==> src/rtl/op_pack_pkg.sv <==
package op_pack_pkg;
  localparam int BYTE_W = 8;

  typedef enum logic [1:0] {
    ST_IDLE,
    ST_LOAD,
    ST_EMIT,
    ST_FIN
  } pack_state_t;
endpackage

==> src/rtl/op_size_check.sv <==
// Works out the operand word count from the modulus length and decides
// whether the request can be served.
module op_size_check #(
  parameter int WORD_W    = 64,
  parameter int LEN_W     = 11,
  parameter int CNT_W     = 8,
  parameter int MAX_WORDS = 11,
  parameter int NBW_W     = 6
) (
  input  logic [LEN_W-1:0] mod_bits,
  input  logic [CNT_W-1:0] nbytes,
  output logic [NBW_W-1:0] nbw,
  output logic             ok
);
  localparam int LANES  = WORD_W / op_pack_pkg::BYTE_W;
  localparam int WSHIFT = $clog2(WORD_W);
  localparam int BSHIFT = $clog2(LANES);

  logic [LEN_W:0]   mod_round;
  logic [CNT_W:0]   byte_round;
  logic [NBW_W-1:0] mod_words;
  logic [NBW_W-1:0] data_words;

  always_comb begin
    mod_round  = {1'b0, mod_bits} + (LEN_W+1)'(WORD_W - 1);
    byte_round = {1'b0, nbytes} + (CNT_W+1)'(LANES - 1);
    mod_words  = NBW_W'(mod_round >> WSHIFT);
    data_words = NBW_W'(byte_round >> BSHIFT);
    nbw        = mod_words + NBW_W'(1);
    // data plus the guard word must fit; R6: hard word limit
    ok         = (nbw <= NBW_W'(MAX_WORDS)) && ((data_words + NBW_W'(1)) <= nbw);
  end
endmodule

==> src/rtl/op_byte_buffer.sv <==
// Byte store indexed by significance (0 = least significant); the read
// side assembles one word, zero-filling lanes at or above the byte count.
module op_byte_buffer #(
  parameter int LANES  = 8,
  parameter int DEPTH  = 80,
  parameter int IDX_W  = 7,
  parameter int CNT_W  = 8,
  parameter int WSEL_W = 4
) (
  input  logic                  clk,
  input  logic                  wr_en,
  input  logic [IDX_W-1:0]      wr_idx,
  input  logic [7:0]            wr_byte,
  input  logic [WSEL_W-1:0]     rd_word,
  input  logic [CNT_W-1:0]      nbytes,
  output logic [LANES*8-1:0]    rd_data
);
  localparam int P_W = CNT_W + WSEL_W + 4;

  logic [7:0] mem [DEPTH];

  always_ff @(posedge clk) begin
    if (wr_en) mem[wr_idx] <= wr_byte;
  end

  for (genvar j = 0; j < LANES; j++) begin : g_lane
    logic [P_W-1:0] pos;
    logic           live;
    assign pos  = P_W'(rd_word) * P_W'(LANES) + P_W'(j);
    assign live = (pos < P_W'(nbytes)) && (pos < P_W'(DEPTH));
    // lane k of word w holds significance 8w+k; R4 zero above count
    assign rd_data[8*j +: 8] = live ? mem[IDX_W'(pos)] : 8'h00;
  end
endmodule

==> src/rtl/operand_word_packer.sv <==
module operand_word_packer #(
  parameter int WORD_W    = 64,
  parameter int MAX_WORDS = 11,
  parameter int ADDR_W    = 16,
  parameter int LEN_W     = 11,
  parameter int CNT_W     = 8
) (
  input  logic              clk,
  input  logic              rst,
  input  logic              req_valid,
  output logic              req_ready,
  input  logic [CNT_W-1:0]  req_bytes,
  input  logic [ADDR_W-1:0] req_base,
  input  logic [LEN_W-1:0]  req_mod_bits,
  input  logic              in_valid,
  output logic              in_ready,
  input  logic [7:0]        in_data,
  output logic              ram_we,
  output logic [ADDR_W-1:0] ram_addr,
  output logic [WORD_W-1:0] ram_wdata,
  output logic              done,
  output logic              err
);
  import op_pack_pkg::*;

  localparam int LANES     = WORD_W / BYTE_W;
  localparam int BUF_BYTES = (MAX_WORDS - 1) * LANES;
  localparam int IDX_W     = $clog2(BUF_BYTES);
  localparam int WSEL_W    = $clog2(MAX_WORDS);
  localparam int NBW_W     = $clog2(((1 << LEN_W) + WORD_W - 1) / WORD_W + 2);

  pack_state_t       state;
  logic [NBW_W-1:0]  nbw_q;
  logic [ADDR_W-1:0] base_q;
  logic [CNT_W-1:0]  bytes_q;
  logic [CNT_W-1:0]  left_q;
  logic [CNT_W-1:0]  left_m1;
  logic [WSEL_W-1:0] wsel_q;
  logic [NBW_W-1:0]  chk_nbw;
  logic              chk_ok;
  logic [WORD_W-1:0] word_rd;
  logic              take;
  logic              last_word;

  assign req_ready = (state == ST_IDLE);
  assign in_ready  = (state == ST_LOAD);
  assign take      = in_valid && in_ready;
  assign left_m1   = left_q - CNT_W'(1);
  assign last_word = (NBW_W'(wsel_q) == (nbw_q - NBW_W'(1)));

  op_size_check #(
    .WORD_W(WORD_W), .LEN_W(LEN_W), .CNT_W(CNT_W),
    .MAX_WORDS(MAX_WORDS), .NBW_W(NBW_W)
  ) i_size (
    .mod_bits(req_mod_bits),
    .nbytes  (req_bytes),
    .nbw     (chk_nbw),
    .ok      (chk_ok)
  );

  op_byte_buffer #(
    .LANES(LANES), .DEPTH(BUF_BYTES), .IDX_W(IDX_W),
    .CNT_W(CNT_W), .WSEL_W(WSEL_W)
  ) i_buf (
    .clk    (clk),
    .wr_en  (take),
    .wr_idx (IDX_W'(left_m1)),
    .wr_byte(in_data),
    .rd_word(wsel_q),
    .nbytes (bytes_q),
    .rd_data(word_rd)
  );

  always_ff @(posedge clk) begin
    if (rst) begin
      state     <= ST_IDLE;
      nbw_q     <= '0;
      base_q    <= '0;
      bytes_q   <= '0;
      left_q    <= '0;
      wsel_q    <= '0;
      ram_we    <= 1'b0;
      ram_addr  <= '0;
      ram_wdata <= '0;
      done      <= 1'b0;
      err       <= 1'b0;
    end else begin
      ram_we <= 1'b0;
      done   <= 1'b0;
      err    <= 1'b0;
      unique case (state)
        ST_IDLE: begin
          if (req_valid) begin
            if (chk_ok) begin
              nbw_q   <= chk_nbw;
              base_q  <= req_base;
              bytes_q <= req_bytes;
              left_q  <= req_bytes;
              wsel_q  <= '0;
              // an empty operand skips loading
              state   <= (req_bytes == '0) ? ST_EMIT : ST_LOAD;
            end else begin
              err  <= 1'b1;
              done <= 1'b1;
            end
          end
        end
        ST_LOAD: begin
          if (in_valid) begin
            left_q <= left_m1;
            if (left_q == CNT_W'(1)) state <= ST_EMIT;
          end
        end
        ST_EMIT: begin
          ram_we    <= 1'b1;
          ram_addr  <= base_q + ADDR_W'(wsel_q);
          ram_wdata <= word_rd;
          wsel_q    <= wsel_q + WSEL_W'(1);
          if (last_word) state <= ST_FIN;
        end
        default: begin
          done  <= 1'b1;
          state <= ST_IDLE;
        end
      endcase
    end
  end

  // Checking aid: writes since the last accepted request
  logic [NBW_W-1:0] wr_cnt;
  always_ff @(posedge clk) begin
    if (rst) wr_cnt <= '0;
    else if (state == ST_IDLE && req_valid && chk_ok) wr_cnt <= '0;
    else if (ram_we) wr_cnt <= wr_cnt + NBW_W'(1);
  end

  a_r1_word_count: assert property (@(posedge clk) disable iff (rst)
    (done && !err) |-> (wr_cnt == nbw_q));

  a_r3_addr_step: assert property (@(posedge clk) disable iff (rst)
    (ram_we && $past(ram_we)) |-> (ram_addr == $past(ram_addr) + ADDR_W'(1)));

  a_r4_guard_zero: assert property (@(posedge clk) disable iff (rst)
    (!ram_we && $past(ram_we)) |-> ($past(ram_wdata) == '0));

  a_r5_err_with_done: assert property (@(posedge clk) disable iff (rst)
    err |-> (done && !$past(ram_we)));

  a_r7_done_pulse: assert property (@(posedge clk) disable iff (rst)
    done |=> !done);

  a_r7_done_after_write: assert property (@(posedge clk) disable iff (rst)
    (done && !err) |-> $past(ram_we));

  a_r8_no_overlap: assert property (@(posedge clk) disable iff (rst)
    ram_we |-> (!in_ready && !req_ready));
endmodule

==> config.mk <==
export PLATFORM = sky130hd
export DESIGN_NAME = operand_word_packer
export DESIGN_NICKNAME = d
export VERILOG_FILES = /design/src/rtl/op_pack_pkg.sv /design/src/rtl/op_size_check.sv /design/src/rtl/op_byte_buffer.sv /design/src/rtl/operand_word_packer.sv
export SDC_FILE = /design/constraint.sdc
export NUM_CORES = 1
export LEC_CHECK = 0
export BUFFER_PORTS_ARGS = -buffer_cell sky130_fd_sc_hd__buf_2
export CORE_ASPECT_RATIO = 1.5
export CORE_MARGIN = 2
export CORE_UTILIZATION = 66
export DETAILED_ROUTE_END_ITERATION = 8
export PLACE_DENSITY_LB_ADDON = 0.12
export SYNTH_ARGS = -nofsm -noshare
export SYNTH_HDL_FRONTEND = slang
export SYNTH_SLANG_ARGS = --single-unit
==> constraint.sdc <==
create_clock -name clk -period 11 [get_ports clk]
set_input_delay 1.1 -clock clk [delete_from_list [all_inputs] [get_ports clk]]
set_output_delay 1.1 -clock clk [all_outputs]
set_load 0.05 [all_outputs]
* After elaboration in Yosys (flattened, before gate mapping)
Memory sizes are Yosys's and may differ from the RTL's. A register that Yosys moved wholly into a read port is not among the register bits. Index checks and enable logic that the tools add are counted.
Cells by class: add/subtract/negate cells 15, $lt $le $gt $ge 18, eq/ne operators 9, multiplexer cells 30, bitwise gates (word level) 1, reductions and logical operators 20
Operators with widths (number):
- $lt A16 B7 Y1 const B | 7
- $lt A16 B8 Y1 | 7
- $mux W8 | 11
- $add A7 B3 Y8 const B | 4
- $add A16 B4 Y16 | 1
- $add A7 B2 Y8 const B | 2
- $pmux W8 S2 | 1
- $mux W7 | 2
- $add A11 B6 Y12 const B | 1
- $add A6 B1 Y6 const B | 2
- $mux W2 | 6
- $logic_and A1 B1 Y1 | 10
- $add A8 B3 Y9 const B | 1
- $add A7 B1 Y8 const B | 1
- $eq A8 B1 Y1 const B | 1
- $logic_not A8 Y1 | 1
- $lt A7 B8 Y1 | 1
- $mux W4 | 2
- $pmux W4 S2 | 1
- $sub A8 B1 Y8 const B | 1
- $lt A7 B7 Y1 const B | 1
- $eq A4 B6 Y1 | 1
- $le A6 B4 Y1 const B | 1
- $le A6 B6 Y1 | 1
- other kinds (16) | 26
Word-level totals: flip-flop bits (word level) 127, RAM bits 640, input port bits 47, output and inout port bits 85, word-level logic and storage cells 105, memories kept 1
Memory list:
- i_buf.mem | depth 80, bits a word 8, rd ports 8, clocked after Yosys merged registers in 1, write ports 1, RTL line op_byte_buffer.sv:20 | logic [7:0] mem [DEPTH];

* Logic depth before layout (Yosys ltp)
Gate-level depths: netlist of run 1.
word-level depth 9, depth in mapped cells 19, gate-level depth less buffers 17

* Cells and area by module
A second synthesis of run 1 with hierarchy kept.
Unflattened totals: cell total of the unflattened synthesis 1875, area, all modules 30668.2 um2
Modules (own cells, without submodules):
- op_byte_buffer | instances 1, cells an instance 1203, area each 24816.3 um2, seq. area each 19218.4 um2
- operand_word_packer | instances 1, cells an instance 597, area each 5315.1 um2, seq. area each 2542.4 um2
- op_size_check | instances 1, cells an instance 75, area each 536.8 um2, seq. area each 0.0 um2

* Worst setup path before layout of run 1
No wires, ideal clock.
kind input to register, start in req_mod_bits[5], end reg state[1], setup time 70 ps, arrival 4634 ps, data required time 10930 ps, path slack 6296 ps, stages 18, buffers on the path 2, cells stage by stage nor4_1 nand2_1 xor2_1 ha_1 nand2_1 a21oi_1 xnor2_2 inv_1 clkbuf_1 ha_1 a21o_1 a21oi_1 a21o_1 o211a_1 buf_6 a21oi_2 or4_1 a21oi_1
On the way: cells in the longest elaborated chain, start to end 6, elaborated cells on any way between the ends 7, classes of those cells 2 x add/sub; 2 x order compare; 1 x eq/ne; 2 x reduce/logical
RTL lines:
- from (decl) | RTL line operand_word_packer.sv:14 | input logic [LEN_W-1:0] req_mod_bits,
- $add A11 B6 Y12 (*) | RTL line op_size_check.sv:25 | mod_round = {1'b0, mod_bits} + (LEN_W+1)'(WORD_W - 1);
- $add A6 B1 Y6 (*) | RTL line op_size_check.sv:29 | nbw = mod_words + NBW_W'(1);
- $le A6 B4 Y1 / $le A6 B6 Y1 (equally long branches) | RTL line op_size_check.sv:31 | ok = (nbw <= NBW_W'(MAX_WORDS)) && ((data_words + NBW_W'(1)) <= nbw);
- $logic_and A1 B1 Y1 (*) | RTL line op_size_check.sv:31
- $ne A2 B1 Y1 (no line) (*)
- $reduce_and A5 Y1 (no line) (*)
- to (signal assigned) | RTL line operand_word_packer.sv:101 | state <= (req_bytes == '0) ? ST_EMIT : ST_LOAD;
- to (decl) | RTL line operand_word_packer.sv:32 | pack_state_t state;
Mark *: on every way between the ends. The rest lies on a longest branch, timed or not. A chain may end at the register's enable or synchronous reset.

* Final worst setup path of run 1
start in req_mod_bits[5], end reg wsel_q[2]
On the way: cells in the longest elaborated chain, start to end 6, elaborated cells on any way between the ends 7, classes of those cells 2 x add/sub; 2 x order compare; 1 x eq/ne; 2 x reduce/logical
RTL lines:
- $add A11 B6 Y12 (*) | RTL line op_size_check.sv:25
- $add A6 B1 Y6 (*) | RTL line op_size_check.sv:29
- $le A6 B4 Y1 / $le A6 B6 Y1 (equally long branches) | RTL line op_size_check.sv:31
- $logic_and A1 B1 Y1 (*) | RTL line op_size_check.sv:31
- $ne A2 B1 Y1 (no line) (*)
- $reduce_and A3 Y1 (no line) (*)
- to (signal assigned) | RTL line operand_word_packer.sv:118 | wsel_q <= wsel_q + WSEL_W'(1);
- to (decl) | RTL line operand_word_packer.sv:38 | logic [WSEL_W-1:0] wsel_q;
Marks and branches as above.

==> results of run 1 <==
==> state kept, by name (all words and copies together), names as in the netlist, named ones only <==
register	flops
state	2
wsel_q	4
left_q	8
bytes_q	8
ram_wdata	64
ram_addr	16
base_q	16
ram_we	1
i_buf.mem	640
nbw_q	6
done	1
err	1
==> logic make-up after synthesis <==
logic type,count (synthesis),synth area share (%)
fa+ha+maj,27,1.11
buf+inv,127,1.66
xor+xnor,36,1.07
flops,771,70.5
simple gates,521,7.93
compound gates,287,5.86
mux,217,11.9
==> path summary, 6_finish.rpt <==
| check | slack [ps] | startpoint | depth (start not counted) | end |
|---|---|---|---|---|
| hold reg to reg | 470 | ram_wdata[16]$_SDFFE_PP0P_ | 2 | ram_wdata[16]$_SDFFE_PP0P_ |
| setup / recovery | 5500 | req_mod_bits[5] | 17 | wsel_q[2]$_SDFFE_PP0N_ |
| setup reg to reg | 7290 | wsel_q[1]$_SDFFE_PP0N_ | 8 | ram_addr[14]$_SDFFE_PP0P_ |
| hold / removal | 470 | ram_wdata[16]$_SDFFE_PP0P_ | 2 | ram_wdata[16]$_SDFFE_PP0P_ |
==> placed cells by master, fill, tap and decap left out, types with 5 or more instances in the layout <==
cell	instances
a211oi_1	61
a21o_1	6
a21oi_1	139
a22o_1	6
buf_2	130
buf_4	21
clkbuf_1	22
clkbuf_16	73
clkbuf_8	7
clkinv_2	13
dfxtp_1	127
edfxtp_1	640
ha_1	24
inv_1	21
inv_6	5
mux2i_1	97
mux4_2	120
nand2_1	135
nand2b_1	36
nand3_1	23
nor2_1	193
nor2b_1	91
o211ai_1	30
o21ai_0	15
xnor2_1	19
xor2_1	15
==> through the flow <==
stage          utilization (%)  cell area [um2]  std cells
3_3_place_gp              69.1            32100       2626
2_1_floorplan                -            31000       1986
6_report                  73.9            34400       2756
4_1_cts                   73.9            34400       2756
5_1_grt                   73.9            34400       2756
3_5_place_dp              69.1            32100       2626
==> cells in the mapped netlist (all sizes together) (6+ instances only) <==
master / n / area share, %
a21o: 6 / 0.15
nand2b: 36 / 0.73
nand3: 23 / 0.37
a22o: 6 / 0.17
mux2i: 97 / 3.1
buf: 26 / 0.44
clkbuf: 79 / 0.96
inv: 21 / 0.25
o211ai: 30 / 0.73
xnor2: 20 / 0.59
ha: 25 / 1.0
mux4: 120 / 8.7
edfxtp: 640 / 62
nor2b: 91 / 1.8
nand2: 135 / 1.6
xor2: 16 / 0.48
o21ai: 16 / 0.26
a21oi: 140 / 2.3
a211oi: 61 / 1.5
dfxtp: 131 / 8.5
nor2: 194 / 2.4
==> per-layer routing <==
| layer | part of all wire (%) | global-route usage (%) | vias up |
|---|---|---|---|
| li1 | - | - | 7814 |
| met1 | 37 | 36.0 | 8756 |
| met2 | 53 | 50.9 | 734 |
| met3 | 6.3 | 4.35 | 147 |
| met4 | 3.9 | 11.8 | 0 |
| met5 | 0 | 0 | - |
==> power by group through the flow <==
| stage | clock network [mW] | registers (mW) | logic [mW] |
|---|---|---|---|
| 3_5_place_dp | 0 | 3.29 | 0.624 |
| 4_1_cts | 2.43 | 3.23 | 0.629 |
| 5_1_grt | 2.53 | 3.23 | 0.678 |
| 2_1_floorplan | 0 | 3.33 | 0.368 |
| 6_report | 2.40 | 3.23 | 0.632 |
| 3_3_place_gp | 0 | 3.29 | 0.613 |
==> final cells by class <==
| class | instances | area share (%) |
|---|---|---|
| Inverter | 22 | 0.240 |
| Tap cell | 594 | 2.16 |
| Clock inverter | 28 | 0.703 |
| Sequential cell | 771 | 63.6 |
| Multi-Input combinational cell | 1088 | 25.1 |
| Clock buffer | 102 | 5.84 |
| Timing Repair Buffer | 151 | 2.35 |
==> critical path, stage by stage <==
cell and delay, ps:
buf_2 100, nor4_1 610, nand2_1 180, xor2_1 210
ha_1 240, nand2_1 80, a21oi_1 60, xnor2_2 500
inv_1 370, ha_1 410, a21o_1 160, a21oi_1 140
a21o_1 160, o211ai_1 290, nor2_4 910, nor4bb_1 130
a211o_1 280
==> results by group, run 1 <==
Floorplan
  – Initial Utilization: 66.6%
  – Die Wd: 181 um
  – Die ar.: 48700 um2
  – Die height: 269 um
  – CORE AREA: 46500 um2
  – Num rows: 97
  – I/O pin count: 132

Critical path
  – Critical path class: primary input to register
  – Crit path capture type: register
  – Crit-path max FO: 37
  – Critical Path AT: 5980 ps
  – Worst EP required: 11480 ps
  – CP startpoint kind: primary input

Clock network
  – CTS Sinks: 771
  – Clock latency on the worst-skew pair: 600 ps
  – CTS H-tree depth: 3
  – Post-CTS repair timing setup buffer count: 0
  – Resized cells post-CTS: 0
  – Clk root buf: clkbuf_16
  – CTS buffer count: 70
  – Clock Path Buffers: 3
  – CTS tree: yes
  – CTS Hold Buffers Added: 0
  – Reg clk slew, reported paths: 60 ps

Flow run
  – Max cap viols: 0

Pwr
  – Power Dens Cells: 182 nW/um2
  – Sw Ratio: 24.5%
  – Seq pwr share: 51.6%
  – Final Power: 6.26 mW
  – Clock power frac: 38.3%
  – LEAKAGE: 11.1 nW
  – Int Power: 4.72 mW
  – Gate power share: 10.1%
  – Max VDD drop: 0.131 mV
  – Switching power: 1.54 mW

Cells and area
  – Fillers: 2788
  – Share of layout cells above drive strength 1: 18.4%
  – Register Area: 21900 um2
  – Multi-input logic area: 8630 um2
  – Area Growth Syn to Fin: 11.0%
  – N_diodes: 0
  – Final nets: 2177

Synthesis
  – Mapped Nets: 2059
  – Asr flop ratio synth: 0%
  – YS warnings: 0
  – Post-synth cell types: 63
  – Cells after synthesis: 1986
  – Area of the mapped netlist: 31000 um2
  – Seq/Total Area, Yosys: 70.5%
  – Synth Register Bits: 771
  – Syn avg cell area: 15.6 um2
  – Number of synthesized flops with an enable pin: 640
  – Main flop type after synthesis: edfxtp_1

Place
  – Hpwl dp: 41.2 mm
  – GP Congestion: 0.840
  – Port Buffers: 131
  – Pre-CTS setup slack: 4990 ps

STA
  – Slew @ Worst Pin: 1070 ps
  – Crit path time final: 5500 ps
  – Hold Vio Cnt, Final: 0
  – Slew margin rel.: 28.0%
  – Fmax: 182 MHz
  – Total negative slack: 0 ps
  – Finish-stage setup viols: 0
  – Period Utilization, post-route: 50.0%
  – Final Worst Setup Slack: 5500 ps
  – Hold WS: 470 ps
  – Unrepaired setup endpoints after global routing: false
  – Fin. max-slew vios: 0
  – Worst Skew: 20.9 ps

GRT
  – Largest net degree at the start of global routing: 86
  – Overflow after GRT: 0
  – All-Layer GR Usage: 28.9%
  – Vias in the first global route: 18000
  – Initial antenna violation count: 0
  – First-pass GRT wire length: 106 mm

Drt
  – Detailed Route WL: 69.6 mm
  – Total iterations of the first detailed-routing run: 6
  – Routed vias/inst: 6.33
  – DR DRC count: 0
  – Via count: 17500
  – Wire length per cell: 25.2 um
  – Antenna viol nets, final: 0
  – Iter 0 DRT Violations: 1773

Worst hold path
  – HP Class: register to register

Run status
  – Outcome: finished, final reports clean
Power figures use the tool's default switching activity.
==> inputs of run 2 (changes only) <==
Settings changed: CORE_UTILIZATION 66 to 55.
Clock period 11 ns to 4.7 ns, I/O delays scaled along.
==> results by group, run 2 (synthesis gave the netlist of run 1 again) <==
Run status
  – Outcome: finished, final reports clean

GRT
  – All-Layer GR Usage: 24.2% (-4.7 points)
  – Largest net degree at the start of global routing: 90 (+4.7%)
  – First-pass GRT wire length: 104 mm (-1.5%)
  – Vias in the first global route: 17700 (-1.7%)
  – Initial antenna violation count: 0 (unchanged)
  – Overflow after GRT: 0 (unchanged)

Floorplan
  – Initial Utilization: 55.6% (-11 points)
  – CORE AREA: 55700 um2 (+20%)
  – I/O pin count: 132 (unchanged)
  – Die Wd: 198 um (+9.3%)
  – Num rows: 106 (+9.3%)
  – Die ar.: 58300 um2 (+20%)
  – Die height: 295 um (+9.4%)

Place
  – Pre-CTS setup slack: 294 ps (-4700 ps)
  – Hpwl dp: 42.8 mm (+3.9%)
  – GP Congestion: 0.809 (-3.8%)
  – Dpl cell area: 32400 um2 (+0.77%)
  – Port Buffers: 131 (unchanged)

Critical path
  – Origin of the critical flop-to-flop path: left_q[2]$_SDFFE_PP0P_
  – R2r setup slk: 1110 ps (-6180 ps)
  – Reg2Reg Capture Point: i_buf.mem[60][5]$_DFFE_PP_
  – Critical path class: primary input to register
  – CP startpoint kind: primary input
  – Worst EP required: 5220 ps (-6260 ps)
  – Crit path capture type: register
  – Reg2reg path depth: 6 (-2)
  – Crit-path max FO: 10 (-73%)
  – CP Capture Point: state[1]$_SDFFE_PP0P_
  – Worst setup startpoint: req_mod_bits[5]
  – Critical Path AT: 4340 ps (-1640 ps)

Drt
  – Iter 0 DRT Violations: 1150 (-35%)
  – Routed vias/inst: 5.96 (-5.8%)
  – Antenna viol nets, final: 0 (unchanged)
  – Total iterations of the first detailed-routing run: 5 (-1)
  – DR DRC count: 0 (unchanged)
  – Detailed Route WL: 69.1 mm (-0.63%)
  – Wire length per cell: 24.0 um (-4.8%)
  – Via count: 17200 (-1.7%)

STA
  – Final Worst Setup Slack: 880 ps (-4620 ps)
  – Crit path time final: 3820 ps
  – Slew margin rel.: 22.6% (-5.4 points)
  – Hold Vio Cnt, Final: 0 (unchanged)
  – Total negative slack: 0 ps (unchanged)
  – Slew @ Worst Pin: 1160 ps (+87.7 ps)
  – Finish-stage setup viols: 0 (unchanged)
  – Hold WS: 106 ps (-364 ps)
  – Fin. max-slew vios: 0 (unchanged)
  – Unrepaired setup endpoints after global routing: false
  – Period Utilization, post-route: 81.3%
  – Worst Skew: 25.0 ps (+4.09 ps)
  – Fmax: 262 MHz

Cells and area
  – Share of layout cells above drive strength 1: 19.5% (+1.1 points)
  – Final nets: 2189 (+0.55%)
  – Final instance area: 35000 um2 (+1.9%)
  – Commonest non-fill, non-tap cell in the layout: edfxtp_1
  – Largest register by flop count: i_buf.mem
  – N_diodes: 0 (unchanged)
  – Top Registers: i_buf.mem (640), ram_wdata (64)
  – Max reg flops: 640 (unchanged)
  – Area Growth Syn to Fin: 13.0%
  – Most frequent cells in the layout: 640 x edfxtp_1, 193 x nor2_1, 139 x a21oi_1

Pwr
  – LEAKAGE: 11.4 nW (+2.3%)
  – Power Dens Cells: 441 nW/um2 (+140%)
  – Final Power: 15.4 mW (+150%)
  – Max VDD drop: 0.253 mV (+93%)

Flow run
  – Max cap viols: 0 (unchanged)

Clock network
  – Post-CTS repair timing setup buffer count: 0 (unchanged)
  – CTS buffer count: 72 (+2.9%)
  – CTS Sinks: 771 (unchanged)
  – Clock latency on the worst-skew pair: 610 ps (about the same)
  – Reg clk slew, reported paths: 70 ps (about the same)
  – Clk root buf: clkbuf_16
  – Clock Path Buffers: 3 (unchanged)
  – CTS tree: yes
  – CTS Hold Buffers Added: 0 (unchanged)
  – CTS H-tree depth: 3 (unchanged)
  – Resized cells post-CTS: 0 (unchanged)

Worst hold path
  – HP Class: primary input to register
run 2: how the worst min path moves through the flow:
stage | from | endpoint | slack [ps] | cells after the start
2_1_floorplan | base_q[0]$_SDFFE_PP0P_ | base_q[0]$_SDFFE_PP0P_ | 470 | 2
3_3_place_gp | ram_wdata[45]$_SDFFE_PP0P_ | ram_wdata[45]$_SDFFE_PP0P_ | 460 | 2
3_5_place_dp | ram_wdata[45]$_SDFFE_PP0P_ | ram_wdata[45]$_SDFFE_PP0P_ | 460 | 2
4_1_cts | req_base[12] | base_q[12]$_SDFFE_PP0P_ | 80 | 3
5_1_grt | req_base[5] | base_q[5]$_SDFFE_PP0P_ | 110 | 3
6_report | req_base[12] | base_q[12]$_SDFFE_PP0P_ | 110 | 3
run 2: through the flow:
| stage | util (%) | instances |
|---|---|---|
| after floorplan | - | 1986 |
| after global placement | 58.1 | 2744 |
| after detailed placement | 58.1 | 2744 |
| after CTS | 62.8 | 2877 |
| after global routing | 62.8 | 2877 |
| final | 62.8 | 2877 |
run 2: worst max-delay path, cell delays in order:
cell and delay [ps]:
buf_2 100, nor4_1 590, nand2_1 170, xor2_1 280, ha_1 230, nand2_1 60
a21oi_1 200, xnor2_2 150, inv_1 90, ha_1 310, a21o_1 160, a21oi_1 130
a21o_1 170, o211a_1 410, a21oi_2 140, or4_1 510, a21oi_1 170
run 2: area by class of cell:
cell class / count / area, um2
flip-flops and latches: 771 / 21900
fillers: 4086 / 20700
multi-input cells: 1088 / 8630
clock buffers: 101 / 2180
repair buffers: 161 / 921
well taps: 702 / 878
clock inverters: 32 / 460
inverters: 22 / 82.6
run 2: where the power goes:
group	leakage, nW	internal (mW)	total (mW)	switching, mW
clock	1.30	3.86	6.35	2.49
combinational	3.29	0.431	1.53	1.10
sequential	6.81	7.48	7.55	0.0714
run 2: per-layer routing:
metal	global-route usage [%]	up-vias	share of wire [%]
li1	-	7837	-
met5	0	-	0
met2	42.4	529	51
met1	29.2	8631	39
met4	11.5	0	4.3
met3	3.95	157	5.7
==> inputs of run 3 (changes only) <==
Settings changed: ABC_AREA set to 1, CORE_UTILIZATION 55 to 61.
Clock period 4.7 ns to 3.9 ns, I/O delays scaled along.
==> results by group, run 3 <==
Run status
  – Outcome: finished, final reports clean

STA
  – Worst Skew: 23.5 ps (-1.45 ps)
  – Crit path time final: 3240 ps
  – Final Worst Setup Slack: 660 ps (-220 ps)
  – Finish-stage setup viols: 0 (unchanged)
  – Period Utilization, post-route: 83.1%
  – Fmax: 309 MHz
  – Slew @ Worst Pin: 1260 ps (+102 ps)
  – Total negative slack: 0 ps (unchanged)
  – Slew margin rel.: 15.8% (-6.8 points)
  – Hold WS: 37.7 ps (-68.2 ps)
  – Unrepaired setup endpoints after global routing: false
  – Hold Vio Cnt, Final: 0 (unchanged)
  – Fin. max-slew vios: 0 (unchanged)

Clock network
  – CTS Sinks: 771 (unchanged)
  – CTS buffer count: 68 (-5.6%)
  – Clock Path Buffers: 3 (unchanged)
  – CTS Hold Buffers Added: 0 (unchanged)
  – CTS H-tree depth: 3 (unchanged)
  – Clk root buf: clkbuf_16
  – CTS tree: yes
  – Resized cells post-CTS: 0 (unchanged)
  – Reg clk slew, reported paths: 60 ps (about the same)
  – Post-CTS repair timing setup buffer count: 0 (unchanged)
  – Clock latency on the worst-skew pair: 620 ps (about the same)

Synthesis
  – Main flop type after synthesis: edfxtp_1
  – Synth Area in Simple Gates: 13.8% (+5.9 points)
  – Top cells by count, synth: 640 x edfxtp_1, 480 x nand2_1, 392 x nor2_1, 222 x a21oi_1, 173 x o21ai_0
  – Number of synthesized flops with an enable pin: 640 (unchanged)
  – Syn avg cell area: 11.5 um2 (-26%)
  – Xor/xnor share of the synthesized area: 0.704% (-0.36 points)
  – Asr flop ratio synth: 0% (unchanged)
  – Synth Register Bits: 771 (unchanged)
  – Top-area cell type share of the netlist area: 61.8% (-0.26 points)
  – Cells after synthesis: 2695 (+36%)
  – Most numerous cell in the Yosys netlist: edfxtp_1
  – Synth Area in Compound Gates: 10.9% (+5.1 points)
  – Area of the mapped netlist: 31100 um2 (+0.42%)
  – Seq/Total Area, Yosys: 70.2% (-0.29 points)
  – Mux contribution to synthesized area: 0% (-12 points)
  – Post-synth cell types: 52 (-17%)
  – Synth Area in Adders: 1.07% (-0.037 points)
  – Mapped Nets: 2768 (+34%)
  – Cell taking the most area after synthesis: edfxtp_1
  – Synth top area cells: edfxtp_1 62%, dfxtp_1 8.4%, nand2_1 5.8%
  – Largest family of logic cells by synthesized area: simple AND/OR/NAND/NOR gates
  – YS warnings: 0 (unchanged)

Critical path
  – Crit-path cells: ha_1, nand3_1, o21ai_0, nor2_4, o21ai_2, a21oi_1, nand3_1, a21oi_1
  – R2r setup slk: 660 ps (-450 ps)
  – Origin of the critical flop-to-flop path: wsel_q[2]$_SDFFE_PP0N_
  – Crit-path max FO: 8 (-2)
  – Crit path capture type: register
  – Critical Path AT: 3770 ps (-570 ps)
  – Crit path max-delay cell type: a21oi_1
  – Worst setup startpoint: wsel_q[2]$_SDFFE_PP0N_
  – Worst EP required: 4430 ps (-790 ps)
  – CP bufs+invs: 0 (-2)
  – Largest stage delay on the critical path: 820 ps (+230 ps)
  – CP startpoint kind: register
  – Critical path class: register to register
  – CP top delay family: compound AO/OA/AOI/OAI gates

Pwr
  – Gate power share: 20.1% (+10 points)
  – Seq pwr share: 47.1% (-1.8 points)
  – Clock power frac: 32.8% (-8.3 points)
  – LEAKAGE: 12.5 nW (+9.8%)
  – Int Power: 13.8 mW (+17%)
  – Power Dens Cells: 570 nW/um2 (+29%)
  – Sw Ratio: 30.5% (+6.8 points)
  – Max VDD drop: 0.428 mV (+69%)
  – Switching power: 6.05 mW (+65%)

Cells and area
  – Most frequent cells in the layout: 640 x edfxtp_1, 480 x nand2_1, 392 x nor2_1
  – Fillers: 3671 (-10%)
  – Largest register by flop count: i_buf.mem
  – Max reg flops: 640 (unchanged)
  – Top Registers: i_buf.mem (640), ram_wdata (64)
  – N_diodes: 0 (unchanged)
  – Share of layout cells above drive strength 1: 12.5% (-7.0 points)
  – Area Growth Syn to Fin: 11.9%
  – Final non-filler cell total: 3560 (+24%)
  – Final nets: 2914 (+33%)
  – Commonest non-fill, non-tap cell in the layout: edfxtp_1

Drt
  – Wire length per cell: 22.3 um (-7.2%)
  – DR DRC count: 0 (unchanged)
  – Detailed Route WL: 79.4 mm (+15%)
  – Via count: 21500 (+26%)
  – Iter 0 DRT Violations: 2194 (+91%)
  – Total iterations of the first detailed-routing run: 6 (+1)
  – Routed vias/inst: 6.05 (+1.5%)
  – Antenna viol nets, final: 0 (unchanged)

Floorplan
  – CORE AREA: 50500 um2 (-9.3%)
  – Num rows: 101 (-4.7%)
  – I/O pin count: 132 (unchanged)
  – Initial Utilization: 61.5% (+5.9 points)
  – Die height: 281 um (-4.8%)
  – Die ar.: 52900 um2 (-9.3%)
  – Die Wd: 188 um (-4.7%)

Place
  – Port Buffers: 131 (unchanged)
  – Placed instance count: 3440 (+25%)
  – Pre-CTS setup slack: 438 ps (+144 ps)
  – Hpwl dp: 49.1 mm (+15%)
  – GP Congestion: 0.899 (+11%)

GRT
  – All-Layer GR Usage: 29.9% (+5.7 points)
  – Busiest metal layer after global routing: met2
  – Met3 Resource Use GR: 4.02% (+0.067 points)
  – M1 GR Usage: 36.9% (+7.7 points)
  – Largest net degree at the start of global routing: 120 (+33%)
  – First-pass GRT wire length: 119 mm (+14%)
  – Overflow after GRT: 0 (unchanged)
  – Vias in the first global route: 20900 (+18%)
  – Initial antenna violation count: 0 (unchanged)
  – M2 GR Usage: 53.1% (+11 points)

Flow run
  – Max cap viols: 0 (unchanged)

Worst hold path
  – Hold_sp: req_base[8]
  – HP Class: primary input to register
## run 3: final timing paths
kind                                endpoint  cells after the start
hold reg to reg   ram_wdata[26]$_SDFFE_PP0P_                      2
setup reg to reg   ram_wdata[8]$_SDFFE_PP0P_                      8
setup / recovery   ram_wdata[8]$_SDFFE_PP0P_                      8
hold / removal        base_q[8]$_SDFFE_PP0P_                      3
## run 3: kinds of logic after synthesis
group / Yosys count
AOI/OAI and AO/OA: 577
xor gates and xnor gates: 25
adders and majority gates: 26
buffers and inverters: 249
DFF: 771
and+or+nand+nor: 1047
## run 3: worst min-delay path: cells and delay by family
family                 cells  cell delay (ps)
buffers and inverters      1               80
AND/OR/NAND/NOR            1               70
AO/OA/AOI/OAI              1               60
## run 3: per-stage QoR
stage               util, %  area, um2  total power, mW
floorplan                 -      31100             12.0
finish                 68.9      34800             19.8
CTS                    68.9      34800             19.8
detailed placement     64.7      32700             13.4
global route           68.9      34800             20.5
global placement       64.7      32700             13.3
## run 3: routing by layer
metal,up-vias,wire (um)
met1,10500,29600
met5,-,0
met2,996,40700
li1,9847,-
met4,0,3010
met3,189,6130
## run 3: power groups by stage
stage                     combinational, mW  clock, mW  sequential, mW
after floorplan                        2.11          0            9.91
after global placement                 3.83          0            9.51
after detailed placement               3.93          0            9.52
after CTS                              3.95       6.55            9.34
after global routing                   4.28       6.84            9.36
final                                  4.00       6.50            9.34
## run 3: area by class of cell
class	count	area [um2]	area share, %
sequential	771	21800	62.8
clock inverter	22	163	0.467
tap	669	837	2.40
timing repair buffer	222	1350	3.89
inverter	103	397	1.14
multi-input combinational	1675	8260	23.7
clock buffer	98	1960	5.63
